## config.mk

```make
export PLATFORM = sky130hd
export DESIGN_NAME = mcode_stage
export DESIGN_NICKNAME = d
export VERILOG_FILES = /design/src/rtl/mcode_stage.sv
export SDC_FILE = /design/constraint.sdc
export NUM_CORES = 1
export LEC_CHECK = 0
export BUFFER_PORTS_ARGS = -buffer_cell sky130_fd_sc_hd__buf_2
export CORE_AREA = 4 4 41 43
export CTS_BUF_LIST = sky130_fd_sc_hd__clkbuf_4
export CTS_CLUSTER_DIAMETER = 80
export DETAILED_ROUTE_END_ITERATION = 8
export DIE_AREA = 0 0 45 47
export GPL_TIMING_DRIVEN = 1
export PLACE_DENSITY = 0.63
export SYNTH_ARGS = -nofsm -noshare
export SYNTH_HDL_FRONTEND = slang
export SYNTH_SLANG_ARGS = --single-unit
```

## constraint.sdc

```tcl
create_clock -name clk -period 1.35 [get_ports clk]
set_input_delay 0.27 -clock clk [delete_from_list [all_inputs] [get_ports clk]]
set_output_delay 0.27 -clock clk [all_outputs]
set_load 0.005 [all_outputs]
```

## src/rtl/mcode_stage.sv

```systemverilog
module mcode_stage (
  input  logic       clk,
  input  logic       rst_n,
  input  logic       cfg_code_en,
  input  logic       cfg_whiten_en,
  input  logic       cfg_packet_mode,
  output logic       cfg_conflict,
  input  logic       tx_chip_en,
  input  logic [1:0] tx_field,
  input  logic       tx_bit,
  output logic       tx_ready,
  output logic       tx_chip,
  input  logic       rx_chip_en,
  input  logic [1:0] rx_field,
  input  logic       rx_chip,
  output logic       rx_valid,
  output logic       rx_bit,
  output logic       rx_err,
  output logic       rx_viol_flag
);
  localparam logic [1:0] FLD_PRE = 2'd0;

  logic code_on, tx_coded, rx_coded;
  logic tx_half, rx_half, rx_first;

  assign cfg_conflict = cfg_code_en & cfg_whiten_en;
  assign code_on      = cfg_code_en & cfg_packet_mode & ~cfg_whiten_en;
  assign tx_coded     = code_on & tx_field[1];
  assign rx_coded     = code_on & rx_field[1];
  assign tx_ready     = ~(tx_coded & ~tx_half);

  always_ff @(posedge clk) begin
    if (!rst_n) begin
      tx_chip <= 1'b0;
      tx_half <= 1'b0;
    end else if (tx_chip_en) begin
      tx_chip <= tx_bit ^ (tx_coded & tx_half);
      tx_half <= tx_coded & ~tx_half;
    end
  end

  always_ff @(posedge clk) begin
    if (!rst_n) begin
      rx_valid     <= 1'b0;
      rx_bit       <= 1'b0;
      rx_err       <= 1'b0;
      rx_viol_flag <= 1'b0;
      rx_half      <= 1'b0;
      rx_first     <= 1'b0;
    end else begin
      rx_valid <= 1'b0;
      rx_err   <= 1'b0;
      if (rx_chip_en) begin
        if (rx_field == FLD_PRE) rx_viol_flag <= 1'b0;
        if (!rx_coded) begin
          rx_valid <= 1'b1;
          rx_bit   <= rx_chip;
          rx_half  <= 1'b0;
        end else if (!rx_half) begin
          rx_first <= rx_chip;
          rx_half  <= 1'b1;
        end else begin
          rx_valid <= 1'b1;
          rx_bit   <= rx_first;
          rx_err   <= (rx_first == rx_chip);
          rx_half  <= 1'b0;
          if (rx_first == rx_chip) rx_viol_flag <= 1'b1;
        end
      end
    end
  end
endmodule


```

==> summary by stage <==
Yosys
The number of enable flip-flop cells after synthesis is 0. The predominant post-synthesis flop cell is dfxtp_1. Synthesis instantiated 24 different standard cells from the library.

Counting every net in the synthesized netlist gives 52. After synthesis, the share of flip-flops with an asynchronous set or reset is 0. In this run the cell area of the synthesized design comes to 379 µm². The register bit total from synthesis is 8. The share of the Yosys chip area taken by registers is 0.422. The gate count after technology mapping is 39. The number of warnings printed during yosys synthesis is 0.

The mean area per synthesized cell is 9.72 µm².

Critical path
STA classifies the critical path startpoint as a register. The highest fanout seen on the critical path is 5. STA puts the critical path data arrival time at 1.36 ns. STA classifies the critical path endpoint as a register. Counting cells, the worst reg-to-reg path comes to 3. The capture point of the worst reg-to-reg path is rx_bit.

The startpoint identified for the worst register-to-register timing path is rx_half. The category of the critical setup timing path is reg2reg. STA puts the critical path data required time at 1.50 ns. The setup check on the worst reg-to-reg path leaves a slack of 0.14 ns.

Finish
Of the cells placed in the final design, the portion with a size suffix greater than 1 is 0.424. The final-stage net count is 74. The commonest non-fill, non-tap cell in the layout is buf_2. In the layout the commonest cells are buf_2, dfxtp_1, nor2_1, o21a_1, clkbuf_4. Fill cells in the final layout number 144. The area growth from synthesis to layout is 33.7%. The number of diodes added for antenna fixing is 0.

The finished layout cell area is 507 µm².

Timing
Timing would allow up to 828 MHz. The number of endpoints with negative hold slack in the final report came to 0. In the finished design, the share of the clock period the worst path needs comes to 0.894.

The relative slew slack is 0.791. The number of max-slew violations in the final report is 0. Setup repair after global routing left no endpoint under its margin. The slew at the pin with the worst max-slew slack is 0.311 ns. The final setup skew is 0.00454 ns. Counting I/O delays and the setup requirement, the final critical path takes 1.21 ns. After routing, the total negative slack on setup checks comes to 0 ns. The number of failing setup endpoints in the final timing report is 0.

Min path
In this run the worst hold path is classified as in2reg. The startpoint of the tightest hold check path is tx_chip_en. The endpoint of the worst hold-timing path is tx_chip. The depth of the worst hold-timing path is 2.

Drt
The number of iterations in the first detailed-routing pass is 2. The post-detailed-route via-to-cell ratio is 4.73. The highest routed metal layer is met4. The met3 routed wirelength is 93 µm. The total met2 wirelength after detailed routing is 394 µm. The post-detailed-route DRC marker count is 0. For this block, the initial DRC count from the detailed router was 1. In the final routing, the length of wire on met1 measures 342 µm. The detailed-route wire length is 833 µm. The detail route stage leaves a number of antenna-violating nets equal to 0.

The total number of vias is 350. Dividing the detail-routed wire length by the instance count gives 11.3 µm.

Clock network
No sink is reached through more buffers than the 2 on the longest clock path. The number of buffers added for setup after CTS is 0. The number of clock buffers added by TritonCTS is 3. The quantity of hold-fixing buffers added after cts is 0. The buffer cell driving the clock tree root is clkbuf_4. The number of gates resized after CTS was 0. Clock-pin slew was measured on the worst setup and hold paths at 0.06 ns. The maximum level of the CTS H-tree is 1. CTS saw 8 sinks. TritonCTS built the clock tree. The clock network latency to the later pin of the worst-skew pair is 0.26 ns.

Place
The cell area reported after detailed placement is 484 µm². At the end of routability-driven placement, the weighted congestion stood at 0.730. The detailed placer's ending HPWL is 677 µm. The number of port buffers is 18.

Global routing
The combined global-route utilization of all metal layers is 0.0967. The maximum number of pins on one net before global-route repair is 11. The number of antenna violations at the first check in global routing is 0. The via count of the first global-routing pass is 335. The residual overflow from global routing is 0.

The first global-routing pass estimated 1.40 mm of wire.

Power and ir drop
In this run the static leakage power is 0.232 nW. In this run the power density over the cells is 973 nW/µm². IR analysis of the VDD net gives a maximum drop of 0.000647 V.

Die
The row count is 13. The die width is 45 µm. The core region is 1300 µm². For this configuration, the core starts out at a cell density of 0.291.

For this design the top-level I/O count stands at 20. The die covers 2120 µm². The height of the die is 47 µm.

Flow run
Across the run, the number of max-cap violations was 0.

Outcome
The flow ran to the end, and the final reports show no timing, DRC or antenna violations.
through the flow:
| step | hold WS, ns | power [W] | setup WS (ns) | instances | util |
|---|---|---|---|---|---|
| floorplan | 0.371 | 0.000278 | 0.218 | 39 | - |
| global placement | 0.475 | 0.000311 | 0.122 | 71 | 0.372 |
| detailed placement | 0.482 | 0.000312 | 0.0906 | 71 | 0.372 |
| CTS | 0.226 | 0.000500 | 0.135 | 74 | 0.389 |
| global route | 0.237 | 0.000523 | 0.0892 | 74 | 0.389 |
| finish | 0.226 | 0.000493 | 0.143 | 74 | 0.389 |
sequential cells by signal (all words and copies together), names as in the netlist:
register	count
rx_half	1
rx_viol_flag	1
rx_first	1
rx_err	1
rx_valid	1
rx_bit	1
tx_half	1
tx_chip	1
layer usage:
metal  vias up  track usage
li1        185            -
met1       150       0.0920
met2        13        0.161
met3         2       0.0728
met4         0       0.0351
met5         -            0
how the worst max path moves through the flow:
stage	depth (start not counted)	slack, ns	endpoint	start
2_1_floorplan	3	0.22	rx_bit	rx_half
6_report	3	0.14	rx_bit	rx_half
4_1_cts	3	0.13	rx_bit	rx_half
5_1_grt	3	0.09	rx_bit	rx_half
3_3_place_gp	4	0.12	rx_bit	cfg_whiten_en
3_5_place_dp	4	0.09	rx_bit	cfg_whiten_en
area by class of cell:
| class | count | area, µm² | share of cell area |
|---|---|---|---|
| Timing Repair Buffer | 18 | 90.1 | 0.178 |
| Clock buffer | 3 | 22.5 | 0.0444 |
| Tap cell | 15 | 18.8 | 0.0370 |
| Multi-Input combinational cell | 27 | 204 | 0.402 |
| Sequential cell | 8 | 160 | 0.316 |
| Inverter | 3 | 11.3 | 0.0222 |
critical path, cell delays in order, from the launching register on:
cell      delay [ns]
dfxtp_1         0.40
inv_2           0.05
or4_1           0.51
o2111a_1        0.14
report_power, final:
group,total [W],leakage (nW),switching (W),internal [W]
sequential,0.000247,0.0653,0.00000316,0.000244
clock,0.000187,0.0138,0.0000852,0.000102
combinational,0.0000593,0.153,0.0000287,0.0000306
total,0.000493,0.232,0.000117,0.000376
Yosys cell counts (2+ instances only):
cell type  n  area (µm²)
o21ai_0    2        10.0
and2_1     2        12.5
dfxtp_1    8         160
o21a_1     3        22.5
nor2_1     3        11.3
inv_1      2        7.51
nand2_1    2        7.51
logic make-up (layout without fill, tap and decap cells):
logic type | Yosys count | in the layout | synth area share
DFF | 8 | 8 | 0.422
AOI/OAI and AO/OA | 9 | 9 | 0.188
and+or+nand+nor | 16 | 16 | 0.300
buffers and inverters | 4 | 24 | 0.0396
xor gates and xnor gates | 1 | 1 | 0.0231
muxes | 1 | 1 | 0.0264
Note: power is estimated with default switching activity, not from simulation.
